### src/rtl/atom_pkg.sv
package atom_pkg;
  typedef enum logic {
    OP_INC  = 1'b0,
    OP_FADD = 1'b1
  } atom_op_e;

  typedef enum logic [1:0] {
    ST_IDLE = 2'd0,
    ST_LOOK = 2'd1,
    ST_WAIT = 2'd2
  } atom_state_e;
endpackage

### src/rtl/atom_alu.sv
module atom_alu
  import atom_pkg::*;
#(
  parameter int DW = 32
) (
  input  atom_op_e        op,
  input  logic [DW-1:0]   old_val,
  input  logic [DW-1:0]   operand,
  input  logic            test_en,
  input  logic [DW-1:0]   test_val,
  output logic [DW-1:0]   new_val,
  output logic            push
);
  logic [DW-1:0] addend;

  always_comb begin
    addend  = (op == OP_FADD) ? operand : DW'(1);
    new_val = old_val + addend;
    push    = (op == OP_FADD) || (test_en && (new_val == test_val));
  end
endmodule

### src/rtl/atom_word_cache.sv
module atom_word_cache #(
  parameter int ENTRIES = 8,
  parameter int AW      = 16,
  parameter int DW      = 32,
  localparam int IW     = $clog2(ENTRIES)
) (
  input  logic          clk,
  input  logic          rst,
  input  logic [AW-1:0] lk_addr,
  output logic          hit,
  output logic [IW-1:0] hit_idx,
  output logic [DW-1:0] rd_data,
  output logic [IW-1:0] vic_idx,
  output logic          vic_dirty,
  output logic [AW-1:0] vic_tag,
  output logic [DW-1:0] vic_data,
  input  logic          wr_en,
  input  logic [IW-1:0] wr_idx,
  input  logic [AW-1:0] wr_tag,
  input  logic [DW-1:0] wr_data,
  input  logic          wr_dirty,
  input  logic          touch_en,
  input  logic [IW-1:0] touch_idx
);
  logic [ENTRIES-1:0] valid_q;
  logic [ENTRIES-1:0] dirty_q;
  logic [ENTRIES-1:0] match;
  logic [AW-1:0]      tag_q [ENTRIES];
  logic [IW-1:0]      age_q [ENTRIES];
  logic [DW-1:0]      mem   [ENTRIES];
  logic               any_free;
  logic [IW-1:0]      free_idx;
  logic [IW-1:0]      lru_idx;

  for (genvar g = 0; g < ENTRIES; g++) begin : g_match
    assign match[g] = valid_q[g] && (tag_q[g] == lk_addr);
  end

  always_comb begin
    hit_idx = '0;
    for (int i = 0; i < ENTRIES; i++)
      if (match[i]) hit_idx = IW'(i);
    hit = |match;
  end

  always_comb begin
    any_free = 1'b0;
    free_idx = '0;
    lru_idx  = '0;
    for (int i = ENTRIES - 1; i >= 0; i--)
      if (!valid_q[i]) begin
        any_free = 1'b1;
        free_idx = IW'(i);
      end
    for (int i = 0; i < ENTRIES; i++)
      if (age_q[i] == IW'(ENTRIES - 1)) lru_idx = IW'(i);
    vic_idx = any_free ? free_idx : lru_idx;
  end

  assign rd_data   = mem[hit_idx];
  assign vic_dirty = valid_q[vic_idx] && dirty_q[vic_idx];
  assign vic_tag   = tag_q[vic_idx];
  assign vic_data  = mem[vic_idx];

  // data array: plain write port, no reset, so it maps to a RAM
  always_ff @(posedge clk) begin
    if (wr_en) mem[wr_idx] <= wr_data;
  end

  always_ff @(posedge clk) begin
    if (rst) begin
      valid_q <= '0;
      dirty_q <= '0;
      for (int i = 0; i < ENTRIES; i++) begin
        age_q[i] <= IW'(i);
        tag_q[i] <= '0;
      end
    end else begin
      for (int i = 0; i < ENTRIES; i++) begin
        if (wr_en && (wr_idx == IW'(i))) begin
          valid_q[i] <= 1'b1;
          dirty_q[i] <= wr_dirty;
          tag_q[i]   <= wr_tag;
        end
        if (touch_en) begin
          if (touch_idx == IW'(i))
            age_q[i] <= '0;
          else if (age_q[i] < age_q[touch_idx])
            age_q[i] <= age_q[i] + 1'b1;
        end
      end
    end
  end


  no_double_hit_chk: assert property (@(posedge clk) disable iff (rst)
    $onehot0(match));


  touch_youngest_chk: assert property (@(posedge clk) disable iff (rst)
    touch_en |=> (age_q[$past(touch_idx)] == '0));
endmodule

### src/rtl/atomic_unit.sv
module atomic_unit
  import atom_pkg::*;
#(
  parameter int AW      = 16,
  parameter int DW      = 32,
  parameter int TW      = 4,
  parameter int ENTRIES = 8,
  localparam int IW     = $clog2(ENTRIES)
) (
  input  logic          clk,
  input  logic          rst,
  input  logic          cmd_valid,
  output logic          cmd_ready,
  input  logic          cmd_op,
  input  logic [AW-1:0] cmd_addr,
  input  logic [DW-1:0] cmd_operand,
  input  logic          cmd_test_en,
  input  logic [DW-1:0] cmd_test,
  input  logic [TW-1:0] cmd_tag,
  output logic          rsp_valid,
  output logic [TW-1:0] rsp_tag,
  output logic [DW-1:0] rsp_data,
  output logic          get_valid,
  output logic [AW-1:0] get_addr,
  input  logic          fill_valid,
  input  logic [DW-1:0] fill_data,
  output logic          put_valid,
  output logic [AW-1:0] put_addr,
  output logic [DW-1:0] put_data
);
  atom_state_e   state;
  atom_op_e      c_op;
  logic [AW-1:0] c_addr;
  logic [DW-1:0] c_opnd;
  logic          c_ten;
  logic [DW-1:0] c_test;
  logic [TW-1:0] c_tag;
  logic [IW-1:0] vic_q;

  logic          hit;
  logic [IW-1:0] hit_idx;
  logic [DW-1:0] rd_data;
  logic [IW-1:0] vic_idx;
  logic          vic_dirty;
  logic [AW-1:0] vic_tag;
  logic [DW-1:0] vic_data;
  logic          wr_en;
  logic [IW-1:0] wr_idx;
  logic [DW-1:0] wr_data;
  logic          wr_dirty;
  logic          touch_en;
  logic [DW-1:0] new_val;
  logic          push;

  assign cmd_ready = (state == ST_IDLE);

  atom_alu #(.DW(DW)) i_alu (
    .op       (c_op),
    .old_val  (rd_data),
    .operand  (c_opnd),
    .test_en  (c_ten),
    .test_val (c_test),
    .new_val  (new_val),
    .push     (push)
  );

  atom_word_cache #(.ENTRIES(ENTRIES), .AW(AW), .DW(DW)) i_store (
    .clk       (clk),
    .rst       (rst),
    .lk_addr   (c_addr),
    .hit       (hit),
    .hit_idx   (hit_idx),
    .rd_data   (rd_data),
    .vic_idx   (vic_idx),
    .vic_dirty (vic_dirty),
    .vic_tag   (vic_tag),
    .vic_data  (vic_data),
    .wr_en     (wr_en),
    .wr_idx    (wr_idx),
    .wr_tag    (c_addr),
    .wr_data   (wr_data),
    .wr_dirty  (wr_dirty),
    .touch_en  (touch_en),
    .touch_idx (hit_idx)
  );

  always_comb begin
    wr_en    = 1'b0;
    wr_idx   = hit_idx;
    wr_data  = new_val;
    wr_dirty = !push;
    touch_en = 1'b0;
    if (state == ST_LOOK && hit) begin
      wr_en    = 1'b1;
      touch_en = 1'b1;
    end else if (state == ST_WAIT && fill_valid) begin
      wr_en    = 1'b1;
      wr_idx   = vic_q;
      wr_data  = fill_data;
      wr_dirty = 1'b0;
    end
  end

  always_ff @(posedge clk) begin
    if (rst) begin
      state     <= ST_IDLE;
      c_op      <= OP_INC;
      c_addr    <= '0;
      c_opnd    <= '0;
      c_ten     <= 1'b0;
      c_test    <= '0;
      c_tag     <= '0;
      vic_q     <= '0;
      rsp_valid <= 1'b0;
      rsp_tag   <= '0;
      rsp_data  <= '0;
      get_valid <= 1'b0;
      get_addr  <= '0;
      put_valid <= 1'b0;
      put_addr  <= '0;
      put_data  <= '0;
    end else begin
      rsp_valid <= 1'b0;
      get_valid <= 1'b0;
      put_valid <= 1'b0;
      unique case (state)
        ST_IDLE: begin
          if (cmd_valid) begin
            c_op   <= atom_op_e'(cmd_op);
            c_addr <= cmd_addr;
            c_opnd <= cmd_operand;
            c_ten  <= cmd_test_en;
            c_test <= cmd_test;
            c_tag  <= cmd_tag;
            state  <= ST_LOOK;
          end
        end
        ST_LOOK: begin
          if (hit) begin
            rsp_valid <= 1'b1;
            rsp_data  <= rd_data;
            rsp_tag   <= c_tag;
            if (push) begin
              put_valid <= 1'b1;
              put_addr  <= c_addr;
              put_data  <= new_val;
            end
            state <= ST_IDLE;
          end else begin
            get_valid <= 1'b1;
            get_addr  <= c_addr;
            vic_q     <= vic_idx;
            if (vic_dirty) begin
              put_valid <= 1'b1;
              put_addr  <= vic_tag;
              put_data  <= vic_data;
            end
            state <= ST_WAIT;
          end
        end
        ST_WAIT: begin
          if (fill_valid) state <= ST_LOOK;
        end
        default: state <= ST_IDLE;
      endcase
    end
  end


  pop_then_busy_chk: assert property (@(posedge clk) disable iff (rst)
    (cmd_valid && cmd_ready) |=> !cmd_ready);


  hit_answers_chk: assert property (@(posedge clk) disable iff (rst)
    (state == ST_LOOK && hit) |=> (rsp_valid && cmd_ready));


  no_rsp_after_get_chk: assert property (@(posedge clk) disable iff (rst)
    get_valid |=> !rsp_valid);


  wb_other_addr_chk: assert property (@(posedge clk) disable iff (rst)
    (put_valid && get_valid) |-> (put_addr != get_addr));


  no_silent_put_chk: assert property (@(posedge clk) disable iff (rst)
    (state == ST_LOOK && hit && c_op == OP_INC && !c_ten) |=> !put_valid);
endmodule

### config.mk
export PLATFORM = sky130hd
export DESIGN_NAME = atomic_unit
export DESIGN_NICKNAME = d
export VERILOG_FILES = /design/src/rtl/atom_pkg.sv /design/src/rtl/atom_alu.sv /design/src/rtl/atom_word_cache.sv /design/src/rtl/atomic_unit.sv
export SDC_FILE = /design/constraint.sdc
export NUM_CORES = 2
export LEC_CHECK = 0
export ABC_AREA = 1
export BUFFER_PORTS_ARGS = -buffer_cell sky130_fd_sc_hd__buf_2
export CAP_MARGIN = 5
export CORE_MARGIN = 2
export CORE_UTILIZATION = 45
export CTS_CLUSTER_DIAMETER = 80
export DETAILED_ROUTE_END_ITERATION = 10
export HOLD_SLACK_MARGIN = 0.02
export PLACE_DENSITY_LB_ADDON = 0.15
export SETUP_SLACK_MARGIN = 0.15
export SYNTH_ARGS = -nofsm -noshare
export SYNTH_HDL_FRONTEND = slang
export SYNTH_HIERARCHICAL = 1
export SYNTH_SLANG_ARGS = --single-unit
### constraint.sdc
create_clock -name clk -period 4.8 [get_ports clk]
set_clock_uncertainty 0.2 [all_clocks]
set_input_delay 0.96 -clock clk [delete_from_list [all_inputs] [get_ports clk]]
set_output_delay 0.96 -clock clk [all_outputs]
set_load 0.03 [all_outputs]
==> impl_results.rst <==
.. list-table::
   :header-rows: 1

   * - Metric
     - Value
   * - Startpoint class of the critical path
     - register
   * - Share of the core filled with cells in the final layout
     - 61.84%
   * - DP Worst Slack
     - -1.052 ns
   * - HPWL after DPL
     - 99,690 um
   * - TritonCTS buffer count
     - 72
   * - Cell Pwr Density
     - 283.4 mW/mm^2
   * - Share of flip-flops with an asynchronous set or reset
     - 0%
   * - Number of global-route vias before repair
     - 34.62k
   * - Highest-delay cell along the critical path
     - sky130_fd_sc_hd__edfxtp_1
   * - Final hold violation count
     - 0
   * - Growth of design area from synthesis to finish
     - 35.55%
   * - Nets
     - 6,007
   * - Worst hold path depth
     - 2
   * - Cell chosen for the clock root
     - sky130_fd_sc_hd__clkbuf_16
   * - Power dissipated by switching net loads
     - 3.963 mW
   * - Outcome
     - finished, violations left
   * - Register clock-pin slew on the reported worst setup and hold paths
     - 0.06 ns
   * - Final wirelength
     - 143,500 um
   * - Area share of the largest cell type after synthesis
     - 33.88%
   * - Setup repair after global routing missed its margin
     - true
   * - Post-DR wirelength/cell
     - 20.70 um
   * - Grt total ovfl
     - 0
   * - Smallest hold slack
     - 0.2805 ns
   * - Clock tree sinks
     - 618
   * - Cell Area, Placed
     - 0.04299 sq mm
   * - Number of nets produced by synthesis
     - 5,192
   * - Critical Path AT
     - 5.86 ns
   * - Count of synthesis-stage warnings from yosys
     - 6
   * - Site Rows
     - 103
   * - Starting DRT DRC Count
     - 3,733
   * - Highest clock rate
     - 180.3 MHz
   * - Kind of end point of the critical path
     - register
   * - Fin cells
     - 6,932
   * - Static Leakage
     - 23.30 nW
   * - CORE AREA
     - 0.07926 sq mm
   * - Part of the total power dissipated in sequential elements
     - 43.3%
   * - Post-layout power
     - 13.89 mW
   * - Worst supply voltage drop on vdd
     - 0.0002580 V
   * - Via density
     - 5.411
   * - Slew Viols, Final
     - 0
   * - Port bufs
     - 225
   * - Library cell occupying the most area in the post-synthesis netlist
     - sky130_fd_sc_hd__edfxtp_1
   * - Switching part of the total
     - 28.53%
   * - Cell family with most CP delay
     - simple AND/OR/NAND/NOR gates
   * - I/O Pins
     - 226
   * - Internal Dissipation
     - 9.928 mW
   * - Instance count on the critical path
     - 40
   * - Critical path class
     - register to register
   * - Count of TritonRoute iterations in the first routing pass
     - 8
   * - Die Outline Area
     - 0.08264 sq mm
   * - Max stage delay on crit path
     - 0.52 ns
   * - WP data required
     - 5.11 ns
   * - Violated checks
     - negative setup slack
   * - Via total after detailed routing
     - 37.51k
   * - Hold crit path type
     - register to register
   * - # H-tree levels
     - 3
   * - Die outline width
     - 287.5 um
   * - Sequential cell area
     - 0.01649 sq mm
   * - Final-layout setup total negative slack
     - -41.52 ns
   * - Buffer depth of the longest clock path
     - 3
   * - Minimum clock period after layout
     - 5.547 ns
   * - Main synth FF type
     - sky130_fd_sc_hd__edfxtp_1
   * - Number of enable-type register cells in the synthesized netlist
     - 408
   * - Final setup vio count
     - 80
   * - Leading cell types by total area after synthesis
     - sky130_fd_sc_hd__edfxtp_1 34%, sky130_fd_sc_hd__nand2_1 13%, sky130_fd_sc_hd__dfxtp_1 12%
   * - Final ANT Viol Nets
     - 0
   * - Number of storage elements in the synthesis netlist
     - 618
   * - Most used cells in the layout excluding fill and tap cells
     - 1,043 x sky130_fd_sc_hd__nand2_1, 668 x sky130_fd_sc_hd__inv_1, 663 x sky130_fd_sc_hd__nor2_1, 635 x sky130_fd_sc_hd__buf_4, 408 x sky130_fd_sc_hd__edfxtp_1
   * - Clock network latency to the later pin of the worst-skew pair
     - 0.63 ns
   * - Distinct cell type count after synthesis
     - 54
   * - Tightest Pin Transition
     - 1.446 ns
   * - Portion of total power attributed to combinational logic
     - 17.7%
   * - Number of cells on the worst reg-to-reg path
     - 40
   * - CP bufs+invs
     - 10
   * - Share of post-route cells with drive strength above 1
     - 27.29%
   * - Cells after synthesis
     - 5,007
   * - Sequential fraction of the synthesis area
     - 45.51%
   * - Cell area after technology mapping
     - 0.03616 sq mm
   * - Area taken by multi-input logic gates
     - 0.01793 sq mm
   * - CTS tree
     - built
   * - Wire length of the first global-routing pass
     - 208,400 um
   * - Commonest non-fill, non-tap cell in the layout
     - sky130_fd_sc_hd__nand2_1
   * - Max transition margin
     - 2.593%
   * - Post-Layout Inst Area
     - 0.04901 sq mm
   * - Pin count of the biggest net entering global routing
     - 169
   * - DRC violation count after routing
     - 0
   * - Global Route Usage Sum
     - 33.29%
   * - Max Cap Viol
     - 0
   * - Placed cells
     - 6,691
   * - Initial antenna violation count
     - 1
   * - Highest net fanout along the worst path
     - 7
   * - Fin crit share
     - 115.6%
   * - Mean instance size in the synthesized netlist
     - 7.222 sq um
   * - Fill cells
     - 7,133
   * - Gpl congestion
     - 0.9785
   * - Final setup margin
     - -0.7470 ns
   * - Vertical die dimension
     - 287.5 um
   * - Initial core utilization
     - 45.62%
   * - Clk pwr share
     - 39.0%
-- power by group through the flow --
stage	logic, mW	clock network (mW)	registers, mW
after floorplan	1.05	0	6.12
after global placement	2.14	0	6.12
after detailed placement	2.15	0	6.12
after CTS	2.29	5.46	6.01
after global routing	2.64	5.67	6.04
final	2.45	5.42	6.02
-- cells by family after synthesis --
kind of cell / count (synthesis) / synth area share (%)
AND/OR/NAND/NOR: 2546 / 29.07
buffers and inverters: 963 / 10.90
AO/OA/AOI/OAI: 775 / 11.21
flip-flops: 618 / 45.51
adder cells (fa/ha/maj): 63 / 2.201
XOR/XNOR: 41 / 1.073
multiplexers: 1 / 0.03114
-- path summary, 6_finish.rpt --
check / from / to / slack (ns)
setup reg to reg: i_store/tag_q[6][14]$_DFFE_PP_ / put_addr[13]$_SDFFE_PP0P_ / -0.75
setup / recovery: i_store/tag_q[6][14]$_DFFE_PP_ / put_addr[13]$_SDFFE_PP0P_ / -0.75
hold / removal: c_opnd[0]$_SDFFE_PP0P_ / c_opnd[0]$_SDFFE_PP0P_ / 0.28
hold reg to reg: c_opnd[0]$_SDFFE_PP0P_ / c_opnd[0]$_SDFFE_PP0P_ / 0.28
-- area by class of cell --
class	instances	area share, %
multi-input cells	3426	36.59
flip-flops and latches	618	33.65
repair buffers	989	16.88
inverters	715	5.522
clock buffers	97	4.077
well taps	1050	2.680
clock inverters	36	0.6050
diodes	1	0.005106
-- routing by layer --
layer	global-route usage [%]	part of all wire (%)	wire length [um]
met2	51.92	44	63830
met3	5.998	9.9	14150
met4	10.21	3.0	4340
met1	46.99	43	61180
met5	0	0	0
-- synthesized netlist by cell type, drive strengths merged, types with 55 or more instances --
cell type,instances
nand4,55
ha,62
edfxtp,408
nor2,743
a21oi,249
nand2,1255
o21ai,441
nand3,404
buf,132
inv,714
clkbuf,116
dfxtp,210
-- repair_timing --
| action | in CTS | in global routing |
|---|---|---|
| buffers inserted | 40 | 42 |
| endpoints found under the setup margin | 298 | 330 |
| pin swaps | 90 | 106 |
| gates resized for setup | 359 | 276 |
| hold buffers | 0 | 0 |
| cloned | 12 | 13 |
-- tightest hold or removal path: cells and delay by family, from the launching register on --
kind / cells / cell delay (ns)
AND/OR/NAND/NOR: 2 / 0.13
flip-flops: 1 / 0.32
-- registers in the layout, summed over array words and instances, names as in the netlist, 16 cells and up --
name           flops
c_test            32
put_data          32
i_store/mem      256
i_store/tag_q    128
get_addr          16
put_addr          16
c_opnd            32
rsp_data          32
c_addr            16
i_store/age_q     24
Power figures use the tool's default switching activity.
